`src/rtl/pwrclk_pkg.sv`:
```
package pwrclk_pkg;
  typedef enum logic [1:0] {
    MODE_RUN  = 2'd0,
    MODE_IDLE = 2'd1,
    MODE_DOWN = 2'd2
  } pwrMode_e;

  typedef struct packed {
    logic runCore;
    logic runPeriph;
    logic runOsc;
  } ctlStrobe_t;

  typedef struct packed {
    logic pinHigh;
    logic rstActive;
  } dpStatus_t;
endpackage

```
`src/rtl/pwrclk_timing.sv`:
```
module pwrclk_timing
  import pwrclk_pkg::*;
#(
  parameter int STATES_PER_MC = 6,
  parameter int SAMPLE_STATE  = 4,
  parameter int RST_SAMPLES   = 2,
  parameter int SYNC_STAGES   = 2
) (
  input  logic       clk,
  input  logic       porN,
  input  logic       rstPin,
  input  ctlStrobe_t ctl,
  output dpStatus_t  stat,
  output logic       coreClkEn,
  output logic       perClkEn,
  output logic       oscRunEn,
  output logic       mcStrobe,
  output logic       sysRst
);
  localparam int PH_W = (STATES_PER_MC > 1) ? $clog2(STATES_PER_MC) : 1;
  localparam logic [PH_W-1:0] PH_LAST = PH_W'(STATES_PER_MC - 1);
  localparam logic [PH_W-1:0] PH_SMP  = PH_W'(SAMPLE_STATE);

  logic [SYNC_STAGES-1:0] syncQ;
  logic                   pinHigh;
  logic                   halfPh;
  logic                   divTick;
  logic [PH_W-1:0]        phase;
  logic                   sampleEdge;
  logic [RST_SAMPLES-1:0] smpHist;
  logic [RST_SAMPLES-1:0] nextHist;
  logic                   rstReg;

  // pin synchroniser
  always_ff @(posedge clk or negedge porN) begin
    if (!porN) syncQ <= '0;
    else       syncQ <= {syncQ[SYNC_STAGES-2:0], rstPin};
  end
  assign pinHigh = syncQ[SYNC_STAGES-1];

  // divide-by-two tick, frozen while the oscillator is stopped
  always_ff @(posedge clk or negedge porN) begin
    if (!porN)           halfPh <= 1'b0;
    else if (ctl.runOsc) halfPh <= ~halfPh;
  end
  assign divTick = ctl.runOsc & halfPh;

  // state counter within the machine cycle
  always_ff @(posedge clk or negedge porN) begin
    if (!porN) phase <= '0;
    else if (divTick) phase <= (phase == PH_LAST) ? '0 : phase + 1'b1;
  end
  assign sampleEdge = divTick && (phase == PH_SMP);

  // reset sample history: accept only a full run of high samples
  generate
    if (RST_SAMPLES == 1) begin : g_single
      assign nextHist = pinHigh;
    end else begin : g_multi
      assign nextHist = {smpHist[RST_SAMPLES-2:0], pinHigh};
    end
  endgenerate

  always_ff @(posedge clk or negedge porN) begin
    if (!porN) begin
      smpHist <= '0;
      rstReg  <= 1'b0;
    end else if (sampleEdge) begin
      smpHist <= nextHist;
      rstReg  <= &nextHist;
    end
  end

  assign coreClkEn      = divTick & ctl.runCore;
  assign perClkEn       = divTick & ctl.runPeriph;
  assign oscRunEn       = ctl.runOsc;
  assign mcStrobe       = divTick && (phase == PH_LAST);
  assign sysRst         = rstReg;
  assign stat.pinHigh   = pinHigh;
  assign stat.rstActive = rstReg;

  // enables never on two consecutive cycles
  assert_core_spacing_R1: assert property (@(posedge clk) disable iff (!porN)
    coreClkEn |=> !coreClkEn);
  assert_per_spacing_R1: assert property (@(posedge clk) disable iff (!porN)
    perClkEn |=> !perClkEn);
  // acceptance follows a high sample
  assert_rst_needs_high_R8: assert property (@(posedge clk) disable iff (!porN)
    $rose(rstReg) |-> $past(pinHigh));
  // release follows a low sample
  assert_rst_release_R9: assert property (@(posedge clk) disable iff (!porN)
    $fell(rstReg) |-> !$past(pinHigh));
endmodule

```
`src/rtl/pwrclk_modectl.sv`:
```
module pwrclk_modectl
  import pwrclk_pkg::*;
(
  input  logic       clk,
  input  logic       porN,
  input  logic       pconWr,
  input  logic       idleBit,
  input  logic       pdBit,
  input  logic       irqPending,
  input  dpStatus_t  stat,
  output ctlStrobe_t ctl,
  output logic       idleFlag,
  output logic       pdFlag
);
  pwrMode_e mode, modeNext;
  logic     wrOk;

  assign wrOk = pconWr && !stat.rstActive;

  always_comb begin
    modeNext = mode;
    unique case (mode)
      MODE_RUN: begin
        if (wrOk && pdBit)        modeNext = MODE_DOWN;
        else if (wrOk && idleBit) modeNext = MODE_IDLE;
      end
      MODE_IDLE: if (stat.pinHigh || irqPending) modeNext = MODE_RUN;
      MODE_DOWN: if (stat.pinHigh)               modeNext = MODE_RUN;
      default:   modeNext = MODE_RUN;
    endcase
  end

  always_ff @(posedge clk or negedge porN) begin
    if (!porN) mode <= MODE_RUN;
    else       mode <= modeNext;
  end

  assign ctl.runCore   = (mode == MODE_RUN);
  assign ctl.runPeriph = (mode != MODE_DOWN);
  assign ctl.runOsc    = (mode != MODE_DOWN);
  assign idleFlag      = (mode == MODE_IDLE);
  assign pdFlag        = (mode == MODE_DOWN);

  // power-down holds until the synchronised pin is high
  assert_pd_sticky_R6: assert property (@(posedge clk) disable iff (!porN)
    (mode == MODE_DOWN && !stat.pinHigh) |=> (mode == MODE_DOWN));
  // power-down wins over idle in one write
  assert_pd_precedence_R7: assert property (@(posedge clk) disable iff (!porN)
    (mode == MODE_RUN && pconWr && pdBit && idleBit && !stat.rstActive) |=> (mode == MODE_DOWN));
  // writes during reset leave the mode alone
  assert_wr_in_reset_R12: assert property (@(posedge clk) disable iff (!porN)
    (mode == MODE_RUN && stat.rstActive) |=> (mode == MODE_RUN));
endmodule

```
`src/rtl/pwrclk_ctrl.sv`:
```
module pwrclk_ctrl
  import pwrclk_pkg::*;
#(
  parameter int          STATES_PER_MC = 6,
  parameter int          SAMPLE_STATE  = 4,
  parameter int          RST_SAMPLES   = 2,
  parameter int          SYNC_STAGES   = 2,
  parameter logic [7:0]  PORT_RV       = 8'hFF,
  parameter logic [7:0]  STACK_RV      = 8'h07,
  parameter logic [7:0]  SFR_RV        = 8'h00,
  parameter logic [7:0]  PCON_KEEP     = 8'h10
) (
  input  logic       clk,
  input  logic       porN,
  input  logic       rstPin,
  input  logic       pconWr,
  input  logic       idleBit,
  input  logic       pdBit,
  input  logic       irqPending,
  output logic       coreClkEn,
  output logic       perClkEn,
  output logic       oscRunEn,
  output logic       mcStrobe,
  output logic       sysRst,
  output logic       idleFlag,
  output logic       pdFlag,
  output logic [7:0] rvPort,
  output logic [7:0] rvStack,
  output logic [7:0] rvSfr,
  output logic [7:0] rvPconKeep
);
  ctlStrobe_t ctl;
  dpStatus_t  stat;

  pwrclk_modectl u_ctl (
    .clk(clk), .porN(porN), .pconWr(pconWr), .idleBit(idleBit), .pdBit(pdBit),
    .irqPending(irqPending), .stat(stat), .ctl(ctl),
    .idleFlag(idleFlag), .pdFlag(pdFlag)
  );

  pwrclk_timing #(
    .STATES_PER_MC(STATES_PER_MC), .SAMPLE_STATE(SAMPLE_STATE),
    .RST_SAMPLES(RST_SAMPLES), .SYNC_STAGES(SYNC_STAGES)
  ) u_dp (
    .clk(clk), .porN(porN), .rstPin(rstPin), .ctl(ctl), .stat(stat),
    .coreClkEn(coreClkEn), .perClkEn(perClkEn), .oscRunEn(oscRunEn),
    .mcStrobe(mcStrobe), .sysRst(sysRst)
  );

  assign rvPort     = PORT_RV;
  assign rvStack    = STACK_RV;
  assign rvSfr      = SFR_RV;
  assign rvPconKeep = PCON_KEEP;

  // core stays gated throughout idle
  assert_idle_gates_core_R3: assert property (@(posedge clk) disable iff (!porN)
    idleFlag |-> !coreClkEn);
  // nothing runs in power-down
  assert_pd_all_off_R5: assert property (@(posedge clk) disable iff (!porN)
    pdFlag |-> (!oscRunEn && !perClkEn && !coreClkEn && !mcStrobe));
  // flags are exclusive
  assert_flags_exclusive_R7: assert property (@(posedge clk) disable iff (!porN)
    !(idleFlag && pdFlag));
endmodule

```
`config.mk`:
```
export PLATFORM = sky130hd
export DESIGN_NAME = pwrclk_ctrl
export DESIGN_NICKNAME = d
export VERILOG_FILES = /design/src/rtl/pwrclk_pkg.sv /design/src/rtl/pwrclk_timing.sv /design/src/rtl/pwrclk_modectl.sv /design/src/rtl/pwrclk_ctrl.sv
export SDC_FILE = /design/constraint.sdc
export NUM_CORES = 1
export LEC_CHECK = 0
export BUFFER_PORTS_ARGS = -buffer_cell sky130_fd_sc_hd__buf_2
export CAP_MARGIN = 20
export CORE_MARGIN = 1.5
export CORE_UTILIZATION = 30
export CTS_CLUSTER_DIAMETER = 150
export DETAILED_ROUTE_END_ITERATION = 10
export PLACE_DENSITY = 0.63
export REMOVE_ABC_BUFFERS = 1
export SYNTH_ARGS = -nofsm -noshare
export SYNTH_HDL_FRONTEND = slang
export SYNTH_SLANG_ARGS = --single-unit
```
`constraint.sdc`:
```
create_clock -name clk -period 2.8 [get_ports clk]
set_input_delay 0.56 -clock clk [delete_from_list [all_inputs] [get_ports clk]]
set_output_delay 0.56 -clock clk [all_outputs]
set_load 0.02 [all_outputs]
```
==> results of run 1 <==
[cells by family after synthesis]
family | count (synthesis) | share of synthesized area (%)
other cells | 2 | 1.053
buf+inv | 34 | 34.74
mux | 4 | 7.719
xor+xnor | 1 | 1.228
compound gates | 2 | 1.579
flops | 10 | 35.09
simple gates | 19 | 18.60
[registers in the layout, summed over array words and instances, names as in the netlist]
signal,count
u_dp.phase,3
u_ctl.mode,2
u_dp.syncQ,2
u_dp.halfPh,1
u_dp.smpHist,1
u_dp.sysRst,1
[synthesized netlist by cell type, drive strengths merged]
master | number | area [sq um]
buf | 32 | 240.2
dfrtp | 10 | 250.2
nor2 | 6 | 22.52
mux2 | 3 | 45.04
nor2b | 3 | 18.77
nor3b | 3 | 22.52
conb | 2 | 7.510
inv | 2 | 7.510
nand2b | 2 | 20.02
a21oi | 1 | 5.000
a31oi | 1 | 6.260
and2 | 1 | 6.260
mux2i | 1 | 10.01
nand2 | 1 | 3.750
nand3 | 1 | 10.01
nand3b | 1 | 7.510
nand4 | 1 | 21.27
xor2 | 1 | 8.760
[per-layer routing]
layer / track usage, % / part of all wire [%] / wire length (um) / vias up
li1: - / - / - / 194
met1: 6.835 / 38 / 369 / 196
met2: 13.25 / 53 / 517 / 30
met3: 2.299 / 9.9 / 97 / 0
met4: 7.018 / 0 / 0 / 0
met5: 0 / 0 / 0 / -
[power groups by stage]
stage | registers (uW) | clock network, uW | logic, uW
floorplan | 257 | 0 | 221
global placement | 257 | 0 | 283
detailed placement | 262 | 0 | 289
CTS | 259 | 137 | 291
global route | 267 | 143 | 311
finish | 258 | 129 | 286
[cell usage in the layout, fill, tap and decap left out, drive strengths merged]
cell type | Yosys | routed
clkbuf | 0 | 4
a21oi | 1 | 1
conb | 2 | 32
mux2 | 3 | 3
nor3b | 3 | 3
nand4 | 1 | 1
buf | 32 | 13
a31oi | 1 | 1
nor2b | 3 | 3
nand2 | 1 | 1
nand3b | 1 | 1
nand2b | 2 | 2
inv | 2 | 2
and2 | 1 | 1
nand3 | 1 | 1
mux2i | 1 | 1
xor2 | 1 | 1
nor2 | 6 | 6
dfrtp | 10 | 10
[final timing paths]
| path | startpoint | to | cells past startpoint |
|---|---|---|---|
| max | u_ctl.mode[0]$_DFFE_PN0P_ | mcStrobe | 4 |
| min | porN | u_dp.phase[1]$_DFFE_PN0P_ | 1 |
| max reg2reg | u_ctl.mode[0]$_DFFE_PN0P_ | u_dp.phase[1]$_DFFE_PN0P_ | 3 |
| min reg2reg | u_dp.syncQ[0]$_DFF_PN0_ | u_dp.syncQ[1]$_DFF_PN0_ | 0 |
| max in group asynchronous | porN | u_dp.phase[0]$_DFFE_PN0P_ | 1 |
| min in group clk | u_dp.syncQ[0]$_DFF_PN0_ | u_dp.syncQ[1]$_DFF_PN0_ | 0 |
[area by class of cell]
class                   count  area share (%)
inverters                   2           1.040
clock buffers               4           5.026
flip-flops and latches     10           34.66
multi-input cells          58           45.41
repair buffers             13           9.012
well taps                  28           4.853
[per-stage QoR]
step	utilization, %	std cells
5_1_grt	32.32	115
6_report	32.32	115
3_5_place_dp	30.70	111
4_1_cts	32.32	115
2_1_floorplan	-	70
3_3_place_gp	30.70	111
==> run_results.csv, run 1 <==
group,metric,value,unit
run_status,outcome,"finished, final reports clean",
logic_synthesis,synthCells,72,
floorplan,die_h,51.76,um
cts,cts_tree,"yes",
floorplan,die_area,2679,sq um
setup_path,crit_chain,"nand2b_4, nand3_2, nor3b_1, buf_2",
final_layout,area_growth_syn_to_layout,1.228,%
setup_path,start_kind,"flip-flop",
cts,cts_max_path_buffers,2,
placed_design,gp_congestion,0.6663,
pwr,irDropWorstVdd,368.3,uV
min_path,holdCritPathClass,"input pin to asynchronous set/reset pin",
placed_design,place_hpwl,828.2,um
final_layout,final_layout_size_suffix_gt1_share,26.44,%
final_layout,antenna_cells,0,
final_layout,nFillCells,235,
setup_path,path_delay_family,"simple AND/OR/NAND/NOR gates",
routing,drtPass1Iterations,3,
sta,layout_setup_ws,0.8553,ns
routing,first_iter_violations,3,
pwr,total_power,672.9,uW
logic_synthesis,synth_seq_area_share,35.09,%
pwr,sw_frac_of_total,41.23,%
setup_path,r2r_slack,1.62,ns
placed_design,pre_cts_slack,1.146,ns
sta,finalClockSkew,0.001254,ns
cts,ctsHoldBuffers,0,
routing,remaining_drc_errors,0,
cts,cts_sinks,10,
floorplan,fp-row-count,17,
final_layout,nNetsFinal,95,
pwr,switching_power,277.5,uW
cts,insertion_delay,0.26,ns
final_layout,multi_input_area,327.8,sq um
setup_path,cp_max_fo,6,
run,cap_violations,0,
cts,post_cts_buffers,0,
sta,rsz0062_at_grt,"no",
grt,grt_pass1_wl,1483,um
final_layout,final_area,721.9,sq um
routing,postRouteAntennaNets,0,
floorplan,die-width,51.76,um
logic_synthesis,avgSynthCellArea,9.905,sq um
routing,drt_wl_total,984,um
sta,finalSetupViolations,0,
setup_path,path_buf_inv,1,
sta,hold_viol,0,
sta,timing.final.crit_share,69.45,%
logic_synthesis,ys_types,19,
placed_design,io_buffers,13,
placed_design,dpl_cell_area,685.7,sq um
floorplan,start_util,31.93,%
grt,grt_start_max_net_pins,11,
setup_path,critPathRequiredTime,2.24,ns
cts,htreeDepth,1,
pwr,pwr-share-seq,38.3,%
grt,grt_antenna_before_repair,0,
cts,clk_pin_slew,0.07,ns
final_layout,seqCellArea,250.2,sq um
cts,cts_root_buf,"clkbuf_4",
sta,whs,0.1432,ns
pwr,clkPwrFrac,19.2,%
routing,via_per_inst,3.652,
setup_path,critical_path.endpoint_type,"output port",
logic_synthesis,ys_seq_elements,10,
pwr,p_int,395.5,uW
sta,finalSetupTns,0,ns
grt,track_usage,7.552,%
logic_synthesis,netlist_area,713.2,sq um
cts,cts_resized,0,
logic_synthesis,ys_warn_count,0,
pwr,power_leakage,0.0004002,uW
routing,drt-wirelength-per-cell,8.557,um
floorplan,boundaryPins,46,
sta,clock.fmax,514.2,MHz
routing,via_count,420,
floorplan,core,2233,sq um
pwr,p_comb_share,42.5,%
setup_path,crit_path_max_incr_delay,0.43,ns
pwr,power_density,932.1,nW/um^2
grt,grt_pass1_vias,384,
sta,min_period,1.945,ns
cts,cts_buffers,3,
setup_path,crit_arrival,1.38,ns
setup_path,cp_slowest_cell,"dfrtp_1",
sta,finalMaxSlewViolations,0,
grt,grt.overflow.total,0,
setup_path,worstSetupPathType,"flip-flop to output port",
Power figures use the tool's default switching activity.
==> run 2, diff against run 1 <==
PLACE_DENSITY = 0.65   (was 0.63)
clock period = 1.66 ns   (was 2.8 ns; I/O delays follow)
==> run 2 against run 1 <==
Flip-flop and latch count unchanged. Clock skew increased by 0.0026 ns. First-iteration DRC count decreased by 67%. Worst setup slack got worse by 0.77 ns. Core utilization increased by 1.8 points. Cell count increased by 2.6%. Cell area increased by 5.7%. Critical path depth unchanged. Largest power group unchanged. Via count increased by 0.48%.
==> run_results.csv, run 2 (synthesis results as in run 1) <==
group,metric,value,unit
run_status,outcome,"finished, final reports clean",
cts,cts_sinks,10,
floorplan,fp-row-count,17,
routing,via_count,422,
routing,drt_wl_total,991,um
sta,finalClockSkew,0.003839,ns
setup_path,cp_slowest_cell,"dfrtp_2",
pwr,irDropWorstVdd,935.2,uV
sta,timing.final.crit_share,95.11,%
setup_path,crit_arrival,1.25,ns
floorplan,die-width,51.76,um
routing,remaining_drc_errors,0,
final_layout,final_layout_size_suffix_gt1_share,30.00,%
routing,drt-wirelength-per-cell,8.398,um
final_layout,top_register,"u_dp.phase",
grt,track_usage,7.655,%
floorplan,start_util,31.93,%
grt,grt_antenna_before_repair,0,
final_layout,final_area,763.2,sq um
grt,grt.overflow.total,0,
final_layout,largest_reg_flops,3,
placed_design,gp_congestion,0.7031,
cts,cts_root_buf,"clkbuf_4",
cts,cts_max_path_buffers,2,
sta,finalSetupTns,0,ns
sta,finalMaxSlewViolations,0,
floorplan,die_h,51.76,um
floorplan,die_area,2679,sq um
setup_path,crit_path_max_incr_delay,0.43,ns
cts,cts_buffers,3,
setup_path,start_kind,"flip-flop",
final_layout,layout_common_cells,"32 x conb_1, 12 x buf_2, 9 x dfrtp_1",
cts,htreeDepth,1,
final_layout,multi_input_area,340.3,sq um
setup_path,critical_path.endpoint_type,"output port",
cts,insertion_delay,0.26,ns
setup_path,critPathRequiredTime,1.33,ns
cts,clk_pin_slew,0.07,ns
pwr,power_density,1551,nW/um^2
grt,grt_pass1_vias,361,
grt,grt_start_max_net_pins,11,
grt,grt_pass1_wl,1531,um
sta,hold_viol,0,
final_layout,utilization,34.17,%
sta,min_period,1.579,ns
routing,drtPass1Iterations,2,
setup_path,worstSetupPathType,"flip-flop to output port",
min_path,holdCritPathClass,"input pin to flip-flop",
placed_design,io_buffers,13,
sta,clock.fmax,633.4,MHz
setup_path,cp_max_fo,6,
floorplan,boundaryPins,46,
run,cap_violations,0,
routing,first_iter_violations,1,
sta,finalSetupViolations,0,
setup_path,crit_chain,"nand2b_4, nand3_4, nor3b_2, buf_4",
cts,cts_tree,"yes",
routing,postRouteAntennaNets,0,
final_layout,nNetsFinal,98,
final_layout,reg.largest.list,"u_dp.phase x3, u_ctl.mode x2, u_dp.syncQ x2",
final_layout,fin_cells,118,
final_layout,area_growth_syn_to_layout,7.018,%
placed_design,dpl_cell_area,685.7,sq um
final_layout,antenna_cells,0,
sta,rsz0062_at_grt,"no",
placed_design,placedCellCount,111,
placed_design,place_hpwl,788.7,um
pwr,power_leakage,0.0004152,uW
floorplan,core,2233,sq um
final_layout,final_common_cell,"conb_1",
final_layout,nFillCells,233,
final_layout,seqCellArea,251.5,sq um
routing,via_per_inst,3.576,
[run 2: changes by cell type in the layout (fill, tap and decap cells not counted), sizes merged]
cell | before | now
dlygate4sd3 | 0 | 1
buf | 13 | 15
[run 2: stage by stage]
stage / hold slack [ns] / worst slack [ns] / power, uW
global placement: 0.1967 / 0.2688 / 910.7
floorplan: 0.03641 / 0.07167 / 806.5
detailed placement: 0.2035 / 0.2489 / 930.2
global route: 0.1538 / 0.01003 / 1269
CTS: 0.1619 / 0.009824 / 1171
finish: 0.1745 / 0.08120 / 1184
[run 2: area by class of cell]
| type | instances | share of cell area [%] |
|---|---|---|
| clock buffer | 4 | 4.754 |
| timing repair buffer | 16 | 12.13 |
| tap | 28 | 4.590 |
| multi-input combinational | 58 | 44.59 |
| sequential | 10 | 32.95 |
| inverter | 2 | 0.9836 |
[run 2: worst paths after layout]
kind	slack, ns	to	startpoint	depth (start not counted)
worst max-delay path	0.08	mcStrobe	u_ctl.mode[1]$_DFFE_PN0P_	4
worst min-delay path	0.17	u_dp.syncQ[0]$_DFF_PN0_	rstPin	1
worst max register to register	0.48	u_dp.smpHist[0]$_DFFE_PN0P_	u_dp.phase[1]$_DFFE_PN0P_	3
worst min register to register	0.35	u_dp.syncQ[1]$_DFF_PN0_	u_dp.syncQ[0]$_DFF_PN0_	0
max in group asynchronous	1.01	u_ctl.mode[1]$_DFFE_PN0P_	porN	2
min in group asynchronous	0.45	u_dp.syncQ[0]$_DFF_PN0_	porN	2
[run 2: metal layers]
| layer | global-route usage (%) | share of wire [%] |
|---|---|---|
| met5 | 0 | 0 |
| met4 | 5.263 | 0 |
| met3 | 1.437 | 9.1 |
| met2 | 12.82 | 52 |
| met1 | 8.750 | 39 |
[run 2: repair_timing]
| item | 4_1_cts | 5_1_grt |
|---|---|---|
| gates resized for setup | 1 | 3 |
| endpoints found under the setup margin | 1 | 1 |
| setup buffers | 2 | 0 |
| hold buffers | 1 | 0 |
| hold endpoints to repair | 10 | 0 |
[run 2: power breakdown]
part | internal [uW] | switching, uW | leakage [uW] | total (uW)
registers | 332 | 111 | 0.000122 | 443
clock network | 133 | 81.1 | 0.0000210 | 214
logic | 228 | 299 | 0.000272 | 526
[run 2: critical path, delay by kind of cell (launching register included)]
family                 cells  cell delay, ns
flip-flops                 1            0.43
buffers and inverters      1            0.16
AND/OR/NAND/NOR            3            0.40
